--- src/rtl/rtfm_pkg.sv ---
// Shared constants, types and code lookups for the rail/thermal fault monitor.
// Assumes error codes fit in the low four bits of the 8-bit code space.
package rtfm_pkg;
    localparam int CODE_W    = 8;
    localparam int TEMP_W    = 8;
    localparam int NUM_RAILS = 7;
    localparam int NUM_TEMPS = 3;
    localparam int NUM_CODES = 16;
    localparam int IDX_W     = $clog2(NUM_CODES);

    typedef enum logic [1:0] {
        FC_NONE    = 2'd0,
        FC_FATAL   = 2'd1,
        FC_THERMAL = 2'd2,
        FC_SEQ     = 2'd3
    } fclass_e;

    localparam logic [CODE_W-1:0] CODE_ANA_BUS    = 8'h04;
    localparam logic [CODE_W-1:0] CODE_THERM_BASE = 8'h05;
    localparam logic [CODE_W-1:0] CODE_CLK_BUS    = 8'h0B;
    localparam logic [CODE_W-1:0] CODE_TEMP_ZERO  = 8'h0C;

    // Fixed code per rail index
    function automatic logic [CODE_W-1:0] rail_code(input int idx);
        case (idx)
            0:       return 8'h01;
            1:       return 8'h02;
            2:       return 8'h03;
            3:       return 8'h0B;
            4:       return 8'h0D;
            5:       return 8'h0E;
            default: return 8'h0F;
        endcase
    endfunction

    // Class that a code belongs to
    function automatic fclass_e class_of(input logic [CODE_W-1:0] code);
        if (code == '0)
            return FC_NONE;
        if (code >= CODE_THERM_BASE && code < CODE_THERM_BASE + CODE_W'(NUM_TEMPS))
            return FC_THERMAL;
        return FC_FATAL;
    endfunction
endpackage

--- src/rtl/rtfm_detect.sv ---
// Builds a request vector indexed by error code from all fault sources.
// Assumes inputs are already synchronous to clk; purely combinational.
module rtfm_detect
    import rtfm_pkg::*;
#(
    parameter int N_RAIL = NUM_RAILS,
    parameter int N_TEMP = NUM_TEMPS,
    parameter int TW     = TEMP_W,
    parameter int N_CODE = NUM_CODES
) (
    input  logic                 monitor_en,
    input  logic [N_RAIL-1:0]    rail_pg,
    input  logic                 ana_bus_fail,
    input  logic                 clk_bus_fail,
    input  logic                 temp_valid,
    input  logic [N_TEMP*TW-1:0] temp_rd,
    input  logic [N_TEMP*TW-1:0] trip_cfg,
    output logic [N_CODE-1:0]    req
);
    logic [N_RAIL-1:0] rail_drop;
    logic [N_TEMP-1:0] over_trip;
    logic              all_zero;

    assign rail_drop = monitor_en ? ~rail_pg : '0;
    assign all_zero  = ~|temp_rd;

    // One strict unsigned comparator per temperature channel
    for (genvar c = 0; c < N_TEMP; c++) begin : g_cmp
        assign over_trip[c] = temp_rd[c*TW +: TW] > trip_cfg[c*TW +: TW];
    end

    // Merge every source onto its code position
    always_comb begin
        for (int k = 0; k < N_CODE; k++) begin
            logic hit;
            hit = 1'b0;
            for (int r = 0; r < N_RAIL; r++)
                if (rail_drop[r] && rail_code(r) == CODE_W'(k))
                    hit = 1'b1;
            if (CODE_W'(k) == CODE_ANA_BUS && ana_bus_fail)
                hit = 1'b1;
            if (CODE_W'(k) == CODE_CLK_BUS && clk_bus_fail)
                hit = 1'b1;
            if (CODE_W'(k) == CODE_TEMP_ZERO && temp_valid && all_zero)
                hit = 1'b1;
            for (int c = 0; c < N_TEMP; c++)
                if (CODE_W'(k) == CODE_THERM_BASE + CODE_W'(c) &&
                    temp_valid && !all_zero && over_trip[c])
                    hit = 1'b1;
            req[k] = hit;
        end
    end
endmodule

--- src/rtl/rtfm_prio.sv ---
// Lowest-index-wins priority encoder over the request vector.
// Assumes index 0 is never requested (code 0 means no fault).
module rtfm_prio #(
    parameter int N  = 16,
    parameter int IW = $clog2(N)
) (
    input  logic [N-1:0]  req,
    output logic          any,
    output logic [IW-1:0] idx
);
    assign any = |req;

    // Scan from the top so the lowest set bit is the last written
    always_comb begin
        idx = '0;
        for (int k = N - 1; k >= 0; k--)
            if (req[k])
                idx = IW'(k);
    end
endmodule

--- src/rtl/rtfm_panel.sv ---
// Renders a code as base-4 digits, two code bits per 4-bit panel nibble.
// Assumes the code width is even; digit DIGITS-1 is the leftmost.
module rtfm_panel #(
    parameter int CW = 8
) (
    input  logic [CW-1:0]       code,
    output logic [CW/2*4-1:0]   digits
);
    localparam int DIGITS = CW / 2;

    for (genvar d = 0; d < DIGITS; d++) begin : g_dig
        assign digits[4*d +: 4] = {2'b00, code[2*d +: 2]};
    end
endmodule

--- src/rtl/rail_thermal_fault_mon.sv ---
// Top: detects rail, bus and temperature faults, latches the first one
// (lowest code on a tie) and holds it until synchronous reset.
// Assumes all inputs are synchronous to clk.
module rail_thermal_fault_mon
    import rtfm_pkg::*;
(
    input  logic                        clk,
    input  logic                        rst_n,
    input  logic                        monitor_en,
    input  logic [NUM_RAILS-1:0]        rail_pg,
    input  logic                        ana_bus_fail,
    input  logic                        clk_bus_fail,
    input  logic                        temp_valid,
    input  logic [NUM_TEMPS*TEMP_W-1:0] temp_rd,
    input  logic [NUM_TEMPS*TEMP_W-1:0] trip_cfg,
    output logic                        fault_latched,
    output logic [1:0]                  fault_class,
    output logic [CODE_W-1:0]           fault_code,
    output logic [CODE_W*2-1:0]         panel_digits
);
    logic [NUM_CODES-1:0] req;
    logic                 req_any;
    logic [IDX_W-1:0]     win_idx;
    logic [CODE_W-1:0]    win_code;

    rtfm_detect #(
        .N_RAIL (NUM_RAILS),
        .N_TEMP (NUM_TEMPS),
        .TW     (TEMP_W),
        .N_CODE (NUM_CODES)
    ) u_detect (
        .monitor_en   (monitor_en),
        .rail_pg      (rail_pg),
        .ana_bus_fail (ana_bus_fail),
        .clk_bus_fail (clk_bus_fail),
        .temp_valid   (temp_valid),
        .temp_rd      (temp_rd),
        .trip_cfg     (trip_cfg),
        .req          (req)
    );

    rtfm_prio #(
        .N  (NUM_CODES),
        .IW (IDX_W)
    ) u_prio (
        .req (req),
        .any (req_any),
        .idx (win_idx)
    );

    assign win_code = CODE_W'(win_idx);

    // First-fault latch: capture once, then hold until reset
    always_ff @(posedge clk) begin
        if (!rst_n) begin
            fault_latched <= 1'b0;
            fault_class   <= FC_NONE;
            fault_code    <= '0;
        end else if (!fault_latched && req_any) begin
            fault_latched <= 1'b1;
            fault_class   <= class_of(win_code);
            fault_code    <= win_code;
        end
    end

    rtfm_panel #(.CW(CODE_W)) u_panel (
        .code   (fault_code),
        .digits (panel_digits)
    );


    sticky_hold_chk: assert property (@(posedge clk) disable iff (!rst_n)
        fault_latched |=> ($stable(fault_code) && $stable(fault_class)));


    flag_class_chk: assert property (@(posedge clk) disable iff (!rst_n)
        fault_latched == (fault_class != FC_NONE));


    rails_masked_chk: assert property (@(posedge clk) disable iff (!rst_n)
        (!fault_latched && !monitor_en && !ana_bus_fail && !clk_bus_fail && !temp_valid)
        |=> !fault_latched);


    rail_drop_chk: assert property (@(posedge clk) disable iff (!rst_n)
        (!fault_latched && monitor_en && !rail_pg[0]) |=> (fault_code == 8'h01));


    thermal_code_chk: assert property (@(posedge clk) disable iff (!rst_n)
        (fault_class == FC_THERMAL) |-> (fault_code >= 8'h05 && fault_code <= 8'h07));
endmodule

--- config.mk ---
export PLATFORM = sky130hd
export DESIGN_NAME = rail_thermal_fault_mon
export DESIGN_NICKNAME = d
export VERILOG_FILES = /design/src/rtl/rtfm_pkg.sv /design/src/rtl/rtfm_detect.sv /design/src/rtl/rtfm_prio.sv /design/src/rtl/rtfm_panel.sv /design/src/rtl/rail_thermal_fault_mon.sv
export SDC_FILE = /design/constraint.sdc
export NUM_CORES = 1
export LEC_CHECK = 0
export ABC_AREA = 1
export BUFFER_PORTS_ARGS = -buffer_cell sky130_fd_sc_hd__buf_2
export CAP_MARGIN = 20
export CORE_ASPECT_RATIO = 0.8
export CORE_UTILIZATION = 48
export CTS_CLUSTER_SIZE = 24
export DETAILED_ROUTE_END_ITERATION = 10
export PLACE_DENSITY_LB_ADDON = 0.08
export SETUP_SLACK_MARGIN = 0.02
export SYNTH_ARGS = -nofsm -noshare
export SYNTH_HDL_FRONTEND = slang
export SYNTH_HIERARCHICAL = 1
export SYNTH_SLANG_ARGS = --single-unit
--- constraint.sdc ---
create_clock -name clk -period 5.3 [get_ports clk]
set_input_delay 0.265 -clock clk [delete_from_list [all_inputs] [get_ports clk]]
set_output_delay 0.265 -clock clk [all_outputs]
set_load 0.005 [all_outputs]
# After elaboration in Yosys (flattened, before gate mapping)
# Index checks and enable logic that the tools add are counted.
# totals
inputBits	61
ff_bits	7
# op_classes
bitwise_logic	1
n_mux	37
n_reduce_logical	12
n_lt_le_gt_ge	5
# op_table
operator	n
$mux W4	12
$gt A8 B8 Y1	3
$reduce_or A24 Y1	1
$mux W1	20
$reduce_or A12 Y1	1
$logic_not A8 Y1	1
$mux W2	4
$logic_and A1 B1 Y1	7
$mux W7	1
$not A7 Y7	1
$ge A4 B3 Y1 const B	1
$lt A4 B4 Y1 const B	1
$logic_not A1 Y1	2

# Depth between registers and ports, before layout
# Gate-level depths: netlist (run 1).
# logic_depth
word_depth	24
ltp_mapped	24

# Hierarchy
# Netlist (run 1), hierarchy kept.
# by_module_without_submodules
module	instances	seq_area_each_um2	cells_each	area_each_um2
rtfm_detect	1	0.0	153	849.6
rail_thermal_fault_mon	1	140.1	42	322.8
rtfm_prio	1	0.0	49	209.0
rtfm_panel	1	0.0	17	123.9

# Least setup slack after synthesis (run 1)
# No wires, ideal clock.
# synth_timing
path_type	input-to-reg
start	input trip_cfg[7]
end	register fault_code[3]
required_time_ns	5.184
path_slack_ns	3.424
arrival_ns	1.760
stages	16
setup_ns	0.116
n_path_buf	1
cell_sequence	inv_1 ha_1 a21o_1 nor2_1 nand2_1 nand2_1 nor2_1 nor2_1 nand3_1 nor2_1 nand2_1 inv_1 nor2_2 buf_6 o21ai_0 nor2_1
# synth_lines
element	line	text
start, declared	rail_thermal_fault_mon.sv:15	input logic [NUM_TEMPS*TEMP_W-1:0] trip_cfg,
$gt A8 B8 Y1	rtfm_detect.sv:29	assign over_trip[c] = temp_rd[c*TW +: TW] > trip_cfg[c*TW +: TW];
$logic_and A1 B1 Y1	rtfm_detect.sv:48	temp_valid && !all_zero && over_trip[c])
$mux W1	rtfm_detect.sv:47	if (CODE_W'(k) == CODE_THERM_BASE + CODE_W'(c) &&
via req[5]	rail_thermal_fault_mon.sv:21	logic [NUM_CODES-1:0] req;
$reduce_or A12 Y1	rtfm_prio.sv:11	assign any = |req;
via req_any	rail_thermal_fault_mon.sv:22	logic req_any;
$logic_and A1 B1 Y1	rail_thermal_fault_mon.sv:59	end else if (!fault_latched && req_any) begin
end signal, assigned	rail_thermal_fault_mon.sv:62	fault_code <= win_code;
end, declared	rail_thermal_fault_mon.sv:18	output logic [CODE_W-1:0] fault_code,
# The timed path passes the listed nets, and every way through them passes these cells.
# A chain may end at the register's enable or synchronous reset.

# Final worst setup path (run 1)
# layout_timing
start	input temp_rd[3]
end	register fault_code[3]
# layout_lines
element	line	text
start, declared	rail_thermal_fault_mon.sv:14	input logic [NUM_TEMPS*TEMP_W-1:0] temp_rd,
branches (longest 2 deep; another with $gt A8 B8 Y1)	n/a	
$logic_and A1 B1 Y1 (*)	rtfm_detect.sv:48	
$mux W1 (*)	rtfm_detect.sv:47	
via req[5]	rail_thermal_fault_mon.sv:21	
$reduce_or A12 Y1 (*)	rtfm_prio.sv:11	
via req_any	rail_thermal_fault_mon.sv:22	
$logic_and A1 B1 Y1 (*)	rail_thermal_fault_mon.sv:59	
# Mark *: on every way through the listed nets, which the timed path passes.

==> results.sh, run 1 <==
export IMPL_outcome="finished clean"
export IMPL_synth_compound_gate_area_share_pct=9.06
export IMPL_num_io_pins=88
export IMPL_synth_xor_area_share_pct=0
export IMPL_crit_reg2reg_capture="fault_code[3]$_SDFFE_PN0P_"
export IMPL_m1WireLength_um=1370
export IMPL_area_share_of_the_largest_cell_type_after_synthesis_pct=20.0
export IMPL_met2RoutedLength_um=1220
export IMPL_core_area_mm2=0.00287
export IMPL_tcrit_tclk_final_pct=38.1
export IMPL_setup_reg_to_reg_worst_slack_ns=4.20
export IMPL_mux_contribution_to_synthesized_area_pct=0
export IMPL_syn2layout_area_growth_pct=20.8
export IMPL_switching_share_pct=34.8
export IMPL_leakagePower_nw=1.18
export IMPL_finalPower_mw=0.244
export IMPL_drtAntennaViolNets=0
export IMPL_post_synth_inst_count=261
export IMPL_fmax_mhz=495
export IMPL_wirelength_um=2750
export IMPL_die_x_um=64.6
export IMPL_intPower_mw=0.159
export IMPL_clkSlewWorstSetupHoldPaths_ns=0.04
export IMPL_drc_errors=0
export IMPL_final_setup_viol_count=0
export IMPL_port_buffers=71
export IMPL_largest_net_degree_at_the_start_of_global_routing=12
export IMPL_fp_dieArea_mm2=0.00337
export IMPL_r2r_worst_path_cells=4
export IMPL_synth_simple_gate_area_share_pct=33.0
export IMPL_tritoncts="done"
export IMPL_first_global_vias=1209
export IMPL_startpoint="temp_rd[3]"
export IMPL_most_used_standard_cell_by_instance_count_after_synthesis="sky130_fd_sc_hd__nand2_1"
export IMPL_whs_path_depth=3
export IMPL_place_detailed_hpwl_um=2540
export IMPL_yosys_top_cells_area="sky130_fd_sc_hd__ha_1, sky130_fd_sc_hd__nand2_1, sky130_fd_sc_hd__buf_4"
export IMPL_clk_latency_ns=0.22
export IMPL_synth_top_family_by_area="simple AND/OR/NAND/NOR gates"
export IMPL_gpl_final_weighted_congestion=0.765
export IMPL_min_path_type="in2reg"
export IMPL_n_antenna_cell=0
export IMPL_final_setup_worst_slack_ns=3.28
export IMPL_critPathArrivalTime_ns=2.13
export IMPL_ys_dominant_reg_cell="sky130_fd_sc_hd__dfxtp_1"
export IMPL_final_fill_count=322
export IMPL_cts_root_buffer="sky130_fd_sc_hd__clkbuf_8"
export IMPL_floorplan_initialDensity_pct=52.4
export IMPL_cap_viol_max_count=0
export IMPL_synthesis_area_mm2=0.00151
export IMPL_power_share_clock_pct=30.3
export IMPL_numClockSinks=7
export IMPL_drive_above_1_share_pct=28.7
export IMPL_reg2reg_from="fault_latched$_SDFFE_PN0P_"
export IMPL_synth_adder_area_share_pct=20.0
export IMPL_vias=1572
export IMPL_layout_min_cycle_time_ns=2.02
export IMPL_post_cts_buffers=0
export IMPL_post_drt_via_cell_ratio=4.31
export IMPL_detailedRoute_firstIterationViolations=39
export IMPL_cts_buffer_depth=2
export IMPL_avgSynthCellArea_um2=5.77
export IMPL_grt_use_total_pct=16.9
export IMPL_p_seq_share_pct=24.0
export IMPL_tritoncts_buffer_count=3
export IMPL_synth_seq_cells=7
export IMPL_hold_ws_ns=0.308
export IMPL_placement_setup_worst_slack_ns=3.07
export IMPL_htreeDepth=1
export IMPL_crit_path_end_kind="flop"
export IMPL_yosysSeqAreaShare_pct=9.31
export IMPL_startpoint_class_of_the_critical_path="input pin"
export IMPL_row_count=17
export IMPL_power_net_switching_mw=0.0849
export IMPL_combPwrFrac_pct=45.7
export IMPL_synth_edff_count=0
export IMPL_worstPathMaxFanout=11
export IMPL_timing_worst_setup_path_type="in2reg"
export IMPL_grt_antenna_before_repair=0
export IMPL_grt_overflow_total=0
export IMPL_cp_data_required_time_ns=5.41
export IMPL_postCtsResizedCells=0
export IMPL_count_of_synthesis_stage_warnings_from_yosys=6
export IMPL_hold_violations=0
export IMPL_yosys_cell_types_count=24
export IMPL_num_nets_final=413
export IMPL_met3WireLength_um=146
export IMPL_worst_clock_skew_ns=0.000739
export IMPL_first_pass_iters=4
export IMPL_average_detailed_routed_wire_length_per_instance_um=7.52
export IMPL_holdBufCountCts=0
export IMPL_crit_path_end="fault_code[3]$_SDFFE_PN0P_"
export IMPL_chipHeight_um=52.1
export IMPL_ys_async_sr_fraction_pct=0
export IMPL_setup_tns_after_final_layout_ns=0
export IMPL_power_density_cell_area_mw_per_mm2=134
export IMPL_max_vdd_ir_drop_uv=79.5
export IMPL_maxSlewViolCount=0
export IMPL_most_numerous_cell_types_in_the_synthesized_netlist="sky130_fd_sc_hd__nand2_1, sky130_fd_sc_hd__inv_1, sky130_fd_sc_hd__nor2_1, sky130_fd_sc_hd__buf_4, sky130_fd_sc_hd__ha_1"
export IMPL_grt_setup_unrepaired="false"
export IMPL_maxUsedRoutingLayer="met4"
export IMPL_grt_first_pass_wirelength_um=4590
export IMPL_synth_top_cell_by_area="sky130_fd_sc_hd__ha_1"
-- cells by family after synthesis --
kind of cell	count (synthesis)
other	3
buffers and inverters	85
AOI/OAI and AO/OA	23
adders and majority gates	24
and+or+nand+nor	119
DFF	7
-- critical path, cell delays in order --
cell	delay, ns
sky130_fd_sc_hd__buf_2	0.11
sky130_fd_sc_hd__ha_1	0.29
sky130_fd_sc_hd__nand2_1	0.07
sky130_fd_sc_hd__inv_2	0.05
sky130_fd_sc_hd__nand2_1	0.04
sky130_fd_sc_hd__nand2_1	0.05
sky130_fd_sc_hd__nand2_1	0.04
sky130_fd_sc_hd__nand2_1	0.05
sky130_fd_sc_hd__nand2_1	0.05
sky130_fd_sc_hd__nor2_1	0.11
sky130_fd_sc_hd__nor2_1	0.07
sky130_fd_sc_hd__nand3_1	0.11
sky130_fd_sc_hd__nor2_1	0.06
sky130_fd_sc_hd__nand2_1	0.08
sky130_fd_sc_hd__inv_1	0.05
sky130_fd_sc_hd__nor2_2	0.33
sky130_fd_sc_hd__inv_1	0.12
sky130_fd_sc_hd__nor2_1	0.12
sky130_fd_sc_hd__nor2_1	0.06
-- area by class of cell --
cell class / instances / area, µm² / share of cell area (%)
clock buffer: 4 / 45.0 / 2.48
multi-input combinational: 186 / 1010 / 55.5
sequential: 7 / 140 / 7.71
tap: 38 / 47.5 / 2.62
timing repair buffer: 71 / 355 / 19.5
inverter: 59 / 221 / 12.2
-- worst min path at each step --
| stage | from | end | slack (ns) |
|---|---|---|---|
| CTS | rst_n | fault_code[1]$_SDFFE_PN0P_ | 0.31 |
| floorplan | rst_n | fault_code[1]$_SDFFE_PN0P_ | 0.38 |
| finish | rst_n | fault_code[1]$_SDFFE_PN0P_ | 0.31 |
| global placement | fault_class[0]$_SDFFE_PN0P_ | fault_class[0]$_SDFFE_PN0P_ | 0.47 |
| global route | rst_n | fault_code[1]$_SDFFE_PN0P_ | 0.32 |
| detailed placement | fault_class[0]$_SDFFE_PN0P_ | fault_class[0]$_SDFFE_PN0P_ | 0.47 |
-- per-stage QoR --
step / util, % / area (µm²) / instances
floorplan: - / 1570 / 278
global placement: 61.7 / 1770 / 361
detailed placement: 61.7 / 1770 / 361
CTS: 63.3 / 1820 / 365
global route: 63.3 / 1820 / 365
finish: 63.3 / 1820 / 365
-- placed cells by master, fill, tap and decap left out --
cell type                  synthesis  routed
sky130_fd_sc_hd__nand2_2           1       1
sky130_fd_sc_hd__nand3_1           6       6
sky130_fd_sc_hd__a21o_1            3       3
sky130_fd_sc_hd__o21bai_1          1       1
sky130_fd_sc_hd__nand2_1          58      58
sky130_fd_sc_hd__nor2_2            6       6
sky130_fd_sc_hd__nor2_1           38      38
sky130_fd_sc_hd__ha_1             24      24
sky130_fd_sc_hd__a21oi_2           2       2
sky130_fd_sc_hd__nor4_1            1       1
sky130_fd_sc_hd__nand4_1           4       4
sky130_fd_sc_hd__inv_2             9       9
sky130_fd_sc_hd__clkbuf_1          0       1
sky130_fd_sc_hd__or2_1             1       1
sky130_fd_sc_hd__dfxtp_1           7       7
sky130_fd_sc_hd__o21ai_1           3       3
sky130_fd_sc_hd__a21oi_1          12      12
sky130_fd_sc_hd__buf_2             0      71
sky130_fd_sc_hd__conb_1            3      20
sky130_fd_sc_hd__o21ai_2           1       1
sky130_fd_sc_hd__o21ai_0           1       1
sky130_fd_sc_hd__clkbuf_8          0       3
sky130_fd_sc_hd__nor3_1            3       3
sky130_fd_sc_hd__nand3_2           1       1
sky130_fd_sc_hd__inv_1            50      50
-- flip-flops by register name, indices dropped and copies added, names as in the netlist --
| register | flops |
|---|---|
| fault_class | 2 |
| fault_code | 4 |
| fault_latched | 1 |
-- metal layers --
metal,GRT usage (%),vias to the layer above
li1,-,877
met3,1.32,2
met5,0,-
met2,30.2,52
met1,22.2,641
met4,3.33,0
-- power groups by stage --
| stage | Combinational [mW] | Clock, mW | Sequential [mW] |
|---|---|---|---|
| 5_1_grt | 0.132 | 0.0784 | 0.0591 |
| 3_5_place_dp | 0.112 | 0 | 0.0595 |
| 6_report | 0.112 | 0.0741 | 0.0587 |
| 3_3_place_gp | 0.111 | 0 | 0.0595 |
| 2_1_floorplan | 0.0850 | 0 | 0.0600 |
| 4_1_cts | 0.113 | 0.0756 | 0.0587 |
Note: power is estimated with default switching activity, not from simulation.
==> run 2: changes to the inputs <==
--- a/config.mk
+++ b/config.mk
@@ -5,11 +5,11 @@
 export SDC_FILE = /design/constraint.sdc
 export NUM_CORES = 1
 export LEC_CHECK = 0
-export ABC_AREA = 1
+export ABC_AREA = 0
 export BUFFER_PORTS_ARGS = -buffer_cell sky130_fd_sc_hd__buf_2
 export CAP_MARGIN = 20
 export CORE_ASPECT_RATIO = 0.8
-export CORE_UTILIZATION = 48
+export CORE_UTILIZATION = 39
 export CTS_CLUSTER_SIZE = 24
 export DETAILED_ROUTE_END_ITERATION = 10
 export PLACE_DENSITY_LB_ADDON = 0.08
==> constraint.sdc (replaced) <==
create_clock -name clk -period 1.71 [get_ports clk]
set_input_delay 0.0855 -clock clk [delete_from_list [all_inputs] [get_ports clk]]
set_output_delay 0.0855 -clock clk [all_outputs]
set_load 0.005 [all_outputs]
==> results.sh, run 2 <==
export IMPL_average_detailed_routed_wire_length_per_instance_um=10.3
export IMPL_num_io_pins=88
export IMPL_grt_setup_unrepaired="true"
export IMPL_count_of_synthesis_stage_warnings_from_yosys=6
export IMPL_worst_clock_skew_ns=0.000286
export IMPL_whs_path_depth=2
export IMPL_max_vdd_ir_drop_uv=210
export IMPL_hold_violations=0
export IMPL_first_global_vias=1323
export IMPL_worstPathMaxFanout=4
export IMPL_row_count=18
export IMPL_most_frequent_standard_cell_in_the_layout_excluding_fill_and_tap_cells="sky130_fd_sc_hd__buf_2"
export IMPL_final_setup_worst_slack_ns=-0.516
export IMPL_min_path_type="in2reg"
export IMPL_cts_buffer_depth=2
export IMPL_post_layout_nonfiller_instances=329
export IMPL_num_nets_final=375
export IMPL_failed_checks="setup timing"
export IMPL_core_area_mm2=0.00322
export IMPL_startpoint="temp_rd[3]"
export IMPL_clk_latency_ns=0.22
export IMPL_cts_root_buffer="sky130_fd_sc_hd__clkbuf_8"
export IMPL_synthesis_area_mm2=0.00137
export IMPL_gpl_final_weighted_congestion=0.842
export IMPL_power_share_clock_pct=27.4
export IMPL_place_detailed_hpwl_um=2840
export IMPL_finalPower_mw=0.833
export IMPL_intPower_mw=0.558
export IMPL_largest_net_degree_at_the_start_of_global_routing=8
export IMPL_dpl_cell_count=320
export IMPL_grt_antenna_before_repair=0
export IMPL_synth_edff_count=0
export IMPL_final_fill_count=309
export IMPL_largest_registers="fault_code: 4 flops, fault_class: 2 flops, fault_latched: 1 flops"
export IMPL_synth_seq_cells=7
export IMPL_post_drt_via_cell_ratio=4.64
export IMPL_crit_path_end="fault_class[1]$_SDFFE_PN0P_"
export IMPL_p_seq_share_pct=21.3
export IMPL_most_numerous_cell_types_in_the_synthesized_netlist="sky130_fd_sc_hd__inv_1, sky130_fd_sc_hd__buf_4, sky130_fd_sc_hd__ha_1, sky130_fd_sc_hd__nand2_1, sky130_fd_sc_hd__nor2_1"
export IMPL_outcome="complete, but fails checks"
export IMPL_area_share_of_the_largest_cell_type_after_synthesis_pct=22.0
export IMPL_drc_errors=0
export IMPL_final_setup_viol_count=7
export IMPL_power_density_cell_area_mw_per_mm2=399
export IMPL_switching_share_pct=33.0
export IMPL_ys_async_sr_fraction_pct=0
export IMPL_first_pass_iters=4
export IMPL_tritoncts="done"
export IMPL_power_net_switching_mw=0.275
export IMPL_drive_above_1_share_pct=43.9
export IMPL_die_x_um=68.2
export IMPL_finish_utilization_pct=64.8
export IMPL_wirelength_um=3380
export IMPL_ys_dominant_reg_cell="sky130_fd_sc_hd__dfxtp_1"
export IMPL_avgSynthCellArea_um2=6.94
export IMPL_maxSlewViolCount=0
export IMPL_layout_cells_most_common_list="sky130_fd_sc_hd__buf_2, sky130_fd_sc_hd__buf_4, sky130_fd_sc_hd__inv_1, sky130_fd_sc_hd__conb_1, sky130_fd_sc_hd__ha_1"
export IMPL_fp_dieArea_mm2=0.00375
export IMPL_tcrit_tclk_final_pct=130
export IMPL_met3_track_demand_over_resource_pct=1.64
export IMPL_detailedRoute_firstIterationViolations=49
export IMPL_yosysSeqAreaShare_pct=10.3
export IMPL_grt_use_total_pct=18.6
export IMPL_startpoint_class_of_the_critical_path="input pin"
export IMPL_syn2layout_area_growth_pct=52.7
export IMPL_clkSlewWorstSetupHoldPaths_ns=0.04
export IMPL_largest_register_ffs=4
export IMPL_layout_min_cycle_time_ns=2.23
export IMPL_cap_viol_max_count=0
export IMPL_fmax_mhz=449
export IMPL_leakagePower_nw=1.12
export IMPL_top_register="fault_code"
export IMPL_tritoncts_buffer_count=3
export IMPL_numClockSinks=7
export IMPL_grt_first_pass_wirelength_um=5330
export IMPL_crit_path_end_kind="flop"
export IMPL_grt_use_met1_pct=25.9
export IMPL_most_used_standard_cell_by_instance_count_after_synthesis="sky130_fd_sc_hd__inv_1"
export IMPL_post_synth_inst_count=197
export IMPL_floorplan_initialDensity_pct=42.4
export IMPL_r2r_worst_path_cells=3
export IMPL_htreeDepth=1
export IMPL_drtAntennaViolNets=0
export IMPL_reg2reg_from="fault_latched$_SDFFE_PN0P_"
export IMPL_cp_data_required_time_ns=1.87
export IMPL_chipHeight_um=54.9
export IMPL_yosys_cell_types_count=33
export IMPL_synth_top_cell_by_area="sky130_fd_sc_hd__ha_1"
export IMPL_holdBufCountCts=0
export IMPL_port_buffers=71
export IMPL_grt_overflow_total=0
export IMPL_yosys_top_cells_area="sky130_fd_sc_hd__ha_1, sky130_fd_sc_hd__buf_4, sky130_fd_sc_hd__dfxtp_1"
export IMPL_n_antenna_cell=0
export IMPL_critPathArrivalTime_ns=2.38
export IMPL_combPwrFrac_pct=51.2
export IMPL_crit_reg2reg_capture="fault_class[1]$_SDFFE_PN0P_"
export IMPL_global_route_usage_met2_pct=31.2
export IMPL_setup_reg_to_reg_worst_slack_ns=0.50
export IMPL_timing_worst_setup_path_type="in2reg"
export IMPL_grt_busiest_layer="met2"
export IMPL_vias=1528
## run 2: cell count changes after synthesis, moves of 4 or more
cell / before / now
sky130_fd_sc_hd__inv_2: 9 / 0
sky130_fd_sc_hd__nor4_1: 1 / 7
sky130_fd_sc_hd__nand2_1: 58 / 18
sky130_fd_sc_hd__inv_1: 50 / 29
sky130_fd_sc_hd__nor2_2: 6 / 1
sky130_fd_sc_hd__nor2_1: 38 / 14
sky130_fd_sc_hd__nor2b_1: 0 / 9
sky130_fd_sc_hd__a21boi_0: 0 / 4
## run 2: how the worst min path moves through the flow
stage                from                          to  slack, ns
floorplan           rst_n  fault_latched$_SDFFE_PN0P_       0.20
global placement    rst_n  fault_latched$_SDFFE_PN0P_       0.39
detailed placement  rst_n  fault_latched$_SDFFE_PN0P_       0.38
CTS                 rst_n  fault_latched$_SDFFE_PN0P_       0.14
global route        rst_n  fault_latched$_SDFFE_PN0P_       0.15
finish              rst_n  fault_latched$_SDFFE_PN0P_       0.15
## run 2: cells by family (layout without fill, tap and decap cells)
kind of cell	after synthesis	in the layout	share of synthesized area (%)
and+or+nand+nor	70	70	26.6
buffers and inverters	54	129	21.7
AOI/OAI and AO/OA	38	38	17.9
adders and majority gates	24	24	22.0
DFF	7	7	10.3
other	3	20	0.824
xor gates and xnor gates	1	1	0.641
## run 2: what timing repair did
| action | 4_1_cts | 5_1_grt |
|---|---|---|
| setup buffers | 4 | 2 |
| resized for setup | 13 | 4 |
| pin swaps | 14 | 6 |
| setup endpoints to repair | 7 | 7 |
## run 2: power groups by stage
| stage | clock network, mW | registers [mW] | logic, mW |
|---|---|---|---|
| detailed placement | 0 | 0.180 | 0.380 |
| global route | 0.251 | 0.178 | 0.488 |
| global placement | 0 | 0.180 | 0.378 |
| CTS | 0.237 | 0.178 | 0.415 |
| floorplan | 0 | 0.181 | 0.243 |
| finish | 0.229 | 0.178 | 0.427 |
## run 2: per-stage QoR
step           TNS, ns  hold slack (ns)  area [µm²]  setup slack (ns)
2_1_floorplan    -2.07            0.203        1540            -0.381
3_3_place_gp     -5.44            0.386        1910            -0.826
3_5_place_dp     -5.40            0.378        1910            -0.828
4_1_cts          -2.57            0.145        2060            -0.504
5_1_grt          -4.35            0.151        2090            -0.715
6_report         -3.17            0.145        2090            -0.516
## run 2: cell type report
class                      count  area (µm²)  area share (%)
multi-input combinational    153        1150            55.4
inverter                      29         128            6.12
tap                           40        50.0            2.40
sequential                     7         140            6.72
clock buffer                   4        45.0            2.16
timing repair buffer          96         568            27.2
## run 2: worst max-delay path, stage by stage
cell and delay [ns]:
sky130_fd_sc_hd__buf_6 0.10, sky130_fd_sc_hd__nor4_4 0.28, sky130_fd_sc_hd__buf_4 0.15, sky130_fd_sc_hd__nand4_1 0.12, sky130_fd_sc_hd__o21ai_2 0.24, sky130_fd_sc_hd__buf_4 0.16, sky130_fd_sc_hd__a211oi_4 0.04, sky130_fd_sc_hd__o21ai_0 0.24
sky130_fd_sc_hd__nand2_1 0.10, sky130_fd_sc_hd__a31oi_1 0.20, sky130_fd_sc_hd__nor2_1 0.09, sky130_fd_sc_hd__or4b_1 0.46, sky130_fd_sc_hd__a21boi_1 0.12
## run 2: per-layer routing
metal | part of all wire, % | vias up | wire length, µm
met4 | 1.1 | 0 | 36
met3 | 7.2 | 4 | 243
met5 | 0 | - | 0
li1 | - | 816 | -
met2 | 42 | 70 | 1440
met1 | 49 | 638 | 1670
